<file path="src/rtl/mbx_pkg.sv">
// Package: shared types, result codes and the command table of the mailbox.
// Assumes 16-bit opcodes (set<<8 | command) and byte lengths of 16 bits.
package mbx_pkg;

    localparam logic [7:0]  RC_OK       = 8'h00;
    localparam logic [7:0]  RC_BAD_IN   = 8'h02;
    localparam logic [7:0]  RC_UNSUP    = 8'h03;
    localparam logic [7:0]  RC_INTERNAL = 8'h04;
    localparam logic [7:0]  RC_BAD_LEN  = 8'h16;
    localparam logic [15:0] LEN_ANY     = 16'hFFFF;

    typedef enum logic [1:0] {ST_IDLE, ST_FILL, ST_DONE} eng_state_t;

    typedef struct packed {
        logic        known;
        logic [15:0] need_len;
        logic [15:0] zero_bytes;
    } cmd_entry_t;

    // Table of supported opcodes: expected input length and zero-fill size.
    function automatic cmd_entry_t cmd_lookup(input logic [15:0] op);
        cmd_entry_t e;
        e = '{known: 1'b0, need_len: 16'h0, zero_bytes: 16'h0};
        case (op)
            16'h0100: e = '{known: 1'b1, need_len: 16'd1,   zero_bytes: 16'h20};
            16'h0101: e = '{known: 1'b1, need_len: LEN_ANY, zero_bytes: 16'h0};
            16'h0102: e = '{known: 1'b1, need_len: 16'd0,   zero_bytes: 16'h4};
            16'h0103: e = '{known: 1'b1, need_len: 16'd4,   zero_bytes: 16'h0};
            16'h0200: e = '{known: 1'b1, need_len: 16'd0,   zero_bytes: 16'h50};
            default:  e = '{known: 1'b0, need_len: 16'h0,   zero_bytes: 16'h0};
        endcase
        return e;
    endfunction

endpackage

</file>
<file path="src/rtl/mbx_cmd_table.sv">
// Command table: maps an opcode to its table entry. Purely combinational.
// Assumes the opcode is held stable by the register block while in use.
module mbx_cmd_table
    import mbx_pkg::*;
(
    input  logic [15:0] op,
    output cmd_entry_t  entry
);
    // Look up the entry for the current opcode.
    always_comb entry = cmd_lookup(op);
endmodule

</file>
<file path="src/rtl/mbx_payload_ram.sv">
// Payload buffer of PAY_WORDS 32-bit words with a host write port, an
// engine clear port and a combinational read port.
// Assumes the host and clear ports are never active in the same cycle.
module mbx_payload_ram #(
    parameter int PAY_WORDS = 16,
    localparam int IDX_W = $clog2(PAY_WORDS)
) (
    input  logic             clk,
    input  logic             rst_n,
    input  logic             host_we,
    input  logic [IDX_W-1:0] host_idx,
    input  logic [31:0]      host_data,
    input  logic             clr_en,
    input  logic [IDX_W-1:0] clr_idx,
    input  logic [IDX_W-1:0] rd_idx,
    output logic [31:0]      rd_word
);
    logic [31:0] mem [PAY_WORDS];

    for (genvar w = 0; w < PAY_WORDS; w++) begin : g_word
        // Store one word: reset, engine clear or host write.
        always_ff @(posedge clk) begin
            if (!rst_n)
                mem[w] <= '0;
            else if (clr_en && clr_idx == IDX_W'(w))
                mem[w] <= '0;
            else if (host_we && host_idx == IDX_W'(w))
                mem[w] <= host_data;
        end
    end

    // Read the addressed word.
    always_comb rd_word = mem[rd_idx];

    AST_PORTS_EXCLUSIVE: assert property (@(posedge clk) disable iff (!rst_n)
        !(host_we && clr_en));
endmodule

</file>
<file path="src/rtl/mbx_engine.sv">
// Command engine: on a set doorbell it checks the opcode and length,
// zero-fills the payload when the responder asks for it, then emits one
// write-back pulse carrying the result code and output length.
// Assumes the doorbell stays set until the write-back pulse is consumed.
module mbx_engine
    import mbx_pkg::*;
#(
    parameter int PAY_WORDS = 16,
    localparam int IDX_W = $clog2(PAY_WORDS),
    localparam int PAY_BYTES = PAY_WORDS * 4
) (
    input  logic             clk,
    input  logic             rst_n,
    input  logic             doorbell,
    input  logic [15:0]      in_len,
    input  cmd_entry_t       entry,
    output logic             clr_en,
    output logic [IDX_W-1:0] clr_idx,
    output logic             wb_valid,
    output logic [7:0]       wb_code,
    output logic [15:0]      wb_len
);
    eng_state_t       state;
    logic [IDX_W-1:0] cnt, last_idx;
    logic [7:0]       dec_code;
    logic [15:0]      dec_len, dec_words;

    // Decide the result of the pending command from the table entry.
    always_comb begin
        dec_words = (entry.zero_bytes + 16'd3) >> 2;
        dec_len   = in_len;
        if (!entry.known)
            dec_code = RC_UNSUP;
        else if (entry.need_len != LEN_ANY && entry.need_len != in_len)
            dec_code = RC_BAD_LEN;
        else if (entry.zero_bytes > 16'(PAY_BYTES))
            dec_code = RC_INTERNAL;
        else begin
            dec_code = RC_OK;
            if (entry.zero_bytes != 16'h0)
                dec_len = entry.zero_bytes;
        end
    end

    // Sequence decode, zero fill and write-back.
    always_ff @(posedge clk) begin
        if (!rst_n) begin
            state    <= ST_IDLE;
            cnt      <= '0;
            last_idx <= '0;
            wb_code  <= RC_OK;
            wb_len   <= '0;
        end else begin
            case (state)
                ST_IDLE: if (doorbell) begin
                    wb_code  <= dec_code;
                    wb_len   <= dec_len;
                    cnt      <= '0;
                    last_idx <= IDX_W'(dec_words - 16'd1);
                    state    <= (dec_code == RC_OK && dec_words != 16'h0)
                                ? ST_FILL : ST_DONE;
                end
                ST_FILL: begin
                    if (cnt == last_idx) state <= ST_DONE;
                    else                 cnt   <= cnt + 1'b1;
                end
                default: state <= ST_IDLE;
            endcase
        end
    end

    // Drive the clear port and the write-back pulse from the state.
    always_comb begin
        clr_en   = (state == ST_FILL);
        clr_idx  = cnt;
        wb_valid = (state == ST_DONE);
    end

    AST_SINGLE_WB: assert property (@(posedge clk) disable iff (!rst_n)
        wb_valid |=> !wb_valid);
    AST_OK_LEN_FITS: assert property (@(posedge clk) disable iff (!rst_n)
        (wb_valid && wb_code == RC_OK && entry.zero_bytes != 16'h0)
        |-> wb_len <= 16'(PAY_BYTES));
endmodule

</file>
<file path="src/rtl/mbx_dispatch.sv">
// Mailbox dispatcher top: control, command and status registers, the host
// register port, the payload buffer, the command table and the engine.
// Assumes PAY_BASE leaves room below it for the three control registers.
module mbx_dispatch
    import mbx_pkg::*;
#(
    parameter int ADDR_W    = 6,
    parameter int PAY_WORDS = 16,
    parameter int PAY_BASE  = 32
) (
    input  logic              clk,
    input  logic              rst_n,
    input  logic              wr_en,
    input  logic [ADDR_W-1:0] wr_addr,
    input  logic [31:0]       wr_data,
    input  logic [ADDR_W-1:0] rd_addr,
    output logic [31:0]       rd_data
);
    localparam int IDX_W = $clog2(PAY_WORDS);
    localparam logic [ADDR_W-1:0] A_CTRL = ADDR_W'(0);
    localparam logic [ADDR_W-1:0] A_CMD  = ADDR_W'(1);
    localparam logic [ADDR_W-1:0] A_STS  = ADDR_W'(2);
    localparam int BUSY_LIMIT = PAY_WORDS + 4;

    logic             db_q;
    logic [31:0]      cmd_q;
    logic [7:0]       sts_q;
    cmd_entry_t       entry;
    logic             clr_en, wb_valid;
    logic [IDX_W-1:0] clr_idx;
    logic [7:0]       wb_code;
    logic [15:0]      wb_len;
    logic             wr_pay, rd_pay, host_we;
    logic [ADDR_W-1:0] wr_off, rd_off;
    logic [31:0]      pay_word;

    // Decode whether the write and read addresses hit the payload window.
    always_comb begin
        wr_off  = wr_addr - ADDR_W'(PAY_BASE);
        rd_off  = rd_addr - ADDR_W'(PAY_BASE);
        wr_pay  = (wr_addr >= ADDR_W'(PAY_BASE)) && (wr_off < ADDR_W'(PAY_WORDS));
        rd_pay  = (rd_addr >= ADDR_W'(PAY_BASE)) && (rd_off < ADDR_W'(PAY_WORDS));
        host_we = wr_en && !db_q && wr_pay;
    end

    mbx_cmd_table u_table (
        .op    (cmd_q[15:0]),
        .entry (entry)
    );

    mbx_engine #(.PAY_WORDS(PAY_WORDS)) u_engine (
        .clk      (clk),
        .rst_n    (rst_n),
        .doorbell (db_q),
        .in_len   (cmd_q[31:16]),
        .entry    (entry),
        .clr_en   (clr_en),
        .clr_idx  (clr_idx),
        .wb_valid (wb_valid),
        .wb_code  (wb_code),
        .wb_len   (wb_len)
    );

    mbx_payload_ram #(.PAY_WORDS(PAY_WORDS)) u_ram (
        .clk       (clk),
        .rst_n     (rst_n),
        .host_we   (host_we),
        .host_idx  (wr_off[IDX_W-1:0]),
        .host_data (wr_data),
        .clr_en    (clr_en),
        .clr_idx   (clr_idx),
        .rd_idx    (rd_off[IDX_W-1:0]),
        .rd_word   (pay_word)
    );

    // Update registers: completion write-back first, host writes only when idle.
    always_ff @(posedge clk) begin
        if (!rst_n) begin
            db_q  <= 1'b0;
            cmd_q <= '0;
            sts_q <= '0;
        end else if (wb_valid) begin
            cmd_q <= {wb_len, 16'h0000};
            sts_q <= wb_code;
            db_q  <= 1'b0;
        end else if (wr_en && !db_q) begin
            if (wr_addr == A_CTRL) db_q  <= wr_data[0];
            if (wr_addr == A_CMD)  cmd_q <= wr_data;
        end
    end

    // Return the register or payload word addressed by rd_addr.
    always_comb begin
        if (rd_pay)                 rd_data = pay_word;
        else if (rd_addr == A_CTRL) rd_data = {31'h0, db_q};
        else if (rd_addr == A_CMD)  rd_data = cmd_q;
        else if (rd_addr == A_STS)  rd_data = {24'h0, sts_q};
        else                        rd_data = '0;
    end

    // Count how long the doorbell has been set, for the completion bound.
    logic [7:0] busy_cnt;
    always_ff @(posedge clk) begin
        if (!rst_n || !db_q) busy_cnt <= '0;
        else                 busy_cnt <= busy_cnt + 8'd1;
    end

    AST_DB_BOUNDED: assert property (@(posedge clk) disable iff (!rst_n)
        busy_cnt <= 8'(BUSY_LIMIT));
    AST_STS_STABLE: assert property (@(posedge clk) disable iff (!rst_n)
        !$past(db_q) |-> $stable(sts_q));
    AST_WB_CLEARS_OPCODE: assert property (@(posedge clk) disable iff (!rst_n)
        wb_valid |=> (cmd_q[15:0] == 16'h0 && !db_q));
    AST_CLEAR_ONLY_BUSY: assert property (@(posedge clk) disable iff (!rst_n)
        clr_en |-> db_q);
    AST_CMD_FROZEN: assert property (@(posedge clk) disable iff (!rst_n)
        ($past(db_q) && db_q) |-> $stable(cmd_q));
endmodule

</file>
<file path="config.mk">
export PLATFORM = sky130hd
export DESIGN_NAME = mbx_dispatch
export DESIGN_NICKNAME = d
export VERILOG_FILES = /design/src/rtl/mbx_pkg.sv /design/src/rtl/mbx_cmd_table.sv /design/src/rtl/mbx_payload_ram.sv /design/src/rtl/mbx_engine.sv /design/src/rtl/mbx_dispatch.sv
export SDC_FILE = /design/constraint.sdc
export NUM_CORES = 1
export LEC_CHECK = 0
export BUFFER_PORTS_ARGS = -buffer_cell sky130_fd_sc_hd__clkbuf_2
export CORE_ASPECT_RATIO = 0.75
export CORE_UTILIZATION = 42
export DETAILED_ROUTE_END_ITERATION = 8
export HOLD_SLACK_MARGIN = 0.08
export MAX_ROUTING_LAYER = met4
export PLACE_DENSITY = 0.59
export SYNTH_ARGS = -nofsm -noshare
export SYNTH_HDL_FRONTEND = slang
export SYNTH_SLANG_ARGS = --single-unit
export TNS_END_PERCENT = 5
</file>
<file path="constraint.sdc">
create_clock -name clk -period 4.2 [get_ports clk]
set_input_delay 0.63 -clock clk [delete_from_list [all_inputs] [get_ports clk]]
set_output_delay 0.63 -clock clk [all_outputs]
set_load 0.02 [all_outputs]
</file>
==> impl_results.md <==
- Vias in the first global route: between 15000 and 20000
- EDFF count, synth: 512
- Gp weighted congestion: 0.928
- Initial antenna violation count: 10
- DR WL/cell: 27.6 µm
- Area leader, netlist: edfxtp_1
- F_max: 288 MHz
- Final std cell area, no fill: just over 0.03 mm²
- Clock Sinks: between 500 and 600
- Cell Rows: between 70 and 80
- Final setup violation count: 0
- Sequential fraction of the synthesis area: between 60 and 70%
- Final-report hold violation count: 0
- Slew HR: a little under two fifths
- Leak Pwr: roughly 11 nW
- Final worst-path cycle share: approximately 83%
- Synth top area cells: edfxtp_1, and2_1, mux4_2, dfxtp_1, mux2i_1
- Grt total ovfl: 0
- Cts bufs inserted: 55
- Global Route Usage Sum: 25.7%
- Worst-Margin Slew: roughly 0.95 ns
- Share of layout cells above drive strength 1: 21.4%
- Post-CTS setup buffer count: 0
- Synth Flop Type: edfxtp_1
- Max FO, Critical Path: between 40 and 50
- Synth Area per Inst: around 14 µm²
- Crit end category: output pin
- Nets: 1993
- Root buffer selected by CTS: clkbuf_16
- Syn. warnings: 0
- Cells after DPL: around 2700
- Min Tclk post-route: 3.47 ns
- DRT Pass-1 Iters: 7
- Finished Layout Cells: 2845
- Clock Skews: around 0.019 ns
- Instance area at placement: 0.0285 mm²
- Setup crit start kind: primary input
- Final wirelength: ~78000 µm
- Max cap viols: 0
- Peak supply drop: 0.283 mV
- CP required: 3.57 ns
- Worst-Skew Late Latency: about 0.63 ns
- Drt via density: between 5 and 6
- CP peak stage delay: between 0.5 and 0.6 ns
- Mapped cell area: about 0.027 mm²
- # IOs: slightly below 80
- Die ar.: approximately 0.064 mm²
- Post-route ant nets: 0
- Dpl hpwl: roughly 46000 µm
- Path type of the worst min-delay path: in -> reg
- H-tree depth: 2
- Initial DRC count: around 1800
- Die X: 293 µm
- Pin count of the biggest net entering global routing: 65
- I/O Buffers: between 70 and 80
- Setup CP Type: in -> out
- Slew Viols, Final: 0
- Die Span Y: between 200 and 250 µm
- Initial core utilization: 42.7%
- Clock slew at reported path FFs: 0.07 ns
- PostCTS Resize Cnt: 0
- Critical path, cell by cell: buf_8 > buf_4 > mux4_2 > mux2i_1 > nor2_1 > a21oi_1 > o21ai_0 > clkbuf_2
- CTS tree: built
- Routed via count: ~16000
- Power Density: approximately 420 mW/mm²
- Status: completed
- Remaining DRCs: 0
- Clock Tree Buf Depth: 3
- Unrepaired setup endpoints after global routing: false
- Distinct cells, synth: just under 70
- Syn Inst Count: about 1900
- FF+latch count, synth: ~580
- Syn_nets: between 1500 and 2000
- Final core occ: between 40 and 50%
- Global-route wire length before repair: roughly 110000 µm
- Final setup margin: between 0.7 and 0.8 ns
- R2R Setup Slk: between 1 and 1.5 ns
- Area grow syn2layout: 14.5%
- Post-synth ARST share: 0%
- Critical Path AT: 2.84 ns
- Core ar.: between 0.06 and 0.07 mm²
- Setup WS pre-CTS: between 0.6 and 0.7 ns
- CTS Hold Bufs: 0
- Max stage delay cell, worst path: mux4_2
- Synth top area share: between 50% and 60%
- Setup TNS: 0 ns
-- report_power, final --
part / switching [mW] / internal [mW] / total [mW] / leakage (nW)
combinational: 0.561 / 0.351 / 0.913 / 4.30
sequential: 0.0733 / 6.51 / 6.58 / 5.40
clock: 2.25 / 3.16 / 5.41 / 0.972
-- final timing paths --
check / to / from / cells after the start
max: rd_data[6] / rd_addr[0] / 8
min: cmd_q[9] / wr_data[9] / 3
max reg2reg: u_engine.wb_len[3] / cmd_q[5] / 9
min reg2reg: u_engine.wb_code[4] / u_engine.wb_code[4] / 2
-- registers in the layout, summed over array words and instances (netlist names) --
| name | count |
|---|---|
| u_engine.last_idx | 3 |
| db_q | 1 |
| u_engine.wb_code | 4 |
| sts_q | 4 |
| u_ram.mem | 512 |
| cmd_q | 32 |
| u_engine.wb_len | 16 |
| u_engine.state | 2 |
| u_engine.clr_idx | 4 |
-- stage by stage --
step	hold WS (ns)	total power, mW
after floorplan	0.424	7.23
after global placement	0.458	7.60
after detailed placement	0.454	7.62
after CTS	0.394	13.0
after global routing	0.438	13.3
final	0.419	12.9
-- critical path: cells and delay by family --
family                 cells  cell delay (ns)
and+or+nand+nor            1             0.07
buffers and inverters      3             1.08
muxes                      2             0.73
AOI/OAI and AO/OA          2             0.33
-- Yosys cell counts (6+ instances only) --
cell type / count
ha_1: 6
buf_1: 14
a21oi_1: 49
o21ai_0: 37
nor2b_1: 8
nand4_1: 6
a22o_1: 14
or4_1: 6
clkbuf_1: 116
nand3_1: 8
nor3_1: 20
dfxtp_1: 66
nor2_1: 78
buf_2: 22
a311oi_1: 17
and2_1: 514
edfxtp_1: 512
inv_1: 6
nand2_1: 87
nand2b_1: 8
mux2i_1: 69
nor4_1: 6
o221ai_1: 12
mux4_2: 128
-- kinds of logic after synthesis --
| logic type | after synthesis | synth area share (%) |
|---|---|---|
| AND/OR/NAND/NOR | 769 | 16.9 |
| flip-flops | 578 | 62.7 |
| multiplexers | 197 | 13.4 |
| AO/OA/AOI/OAI | 166 | 4.22 |
| buffers and inverters | 158 | 2.33 |
| adder cells (fa/ha/maj) | 6 | 0.282 |
| XOR/XNOR | 5 | 0.164 |
-- per-layer routing --
layer / routed length [µm] / track usage (%) / vias up / share of wire (%)
met1: 35100 / 36.8 / 8342 / 45
li1: - / - / 7079 / -
met3: 6860 / 5.22 / 121 / 8.7
met5: 0 / - / - / 0
met4: 2110 / 7.56 / 0 / 2.7
met2: 34400 / 36.8 / 734 / 44
-- area by class of cell --
class,count,area (µm²)
diodes,8,20.0
clock buffers,74,1600
clock inverters,30,363
fillers,5339,31900
inverters,6,22.5
multi-input cells,1143,9620
flip-flops and latches,578,16700
well taps,850,1060
repair buffers,156,1120
-- cell usage in the layout, fill, tap and decap left out, types with 7 or more instances in the layout --
cell type / count
and2_1: 514
edfxtp_1: 512
mux4_2: 128
nand2_1: 87
nor2_1: 78
clkbuf_2: 75
mux2i_1: 69
buf_4: 69
dfxtp_1: 66
clkbuf_16: 57
a21oi_1: 49
o21ai_0: 37
a311oi_1: 17
a22o_1: 14
clkinv_2: 13
o221ai_4: 12
nor3_2: 12
clkbuf_8: 11
buf_12: 10
diode_2: 8
nand2b_1: 8
nand3_1: 8
nor3_1: 8
bufinv_16: 8
nor2b_1: 7
(Power assumes the default switching activity.)
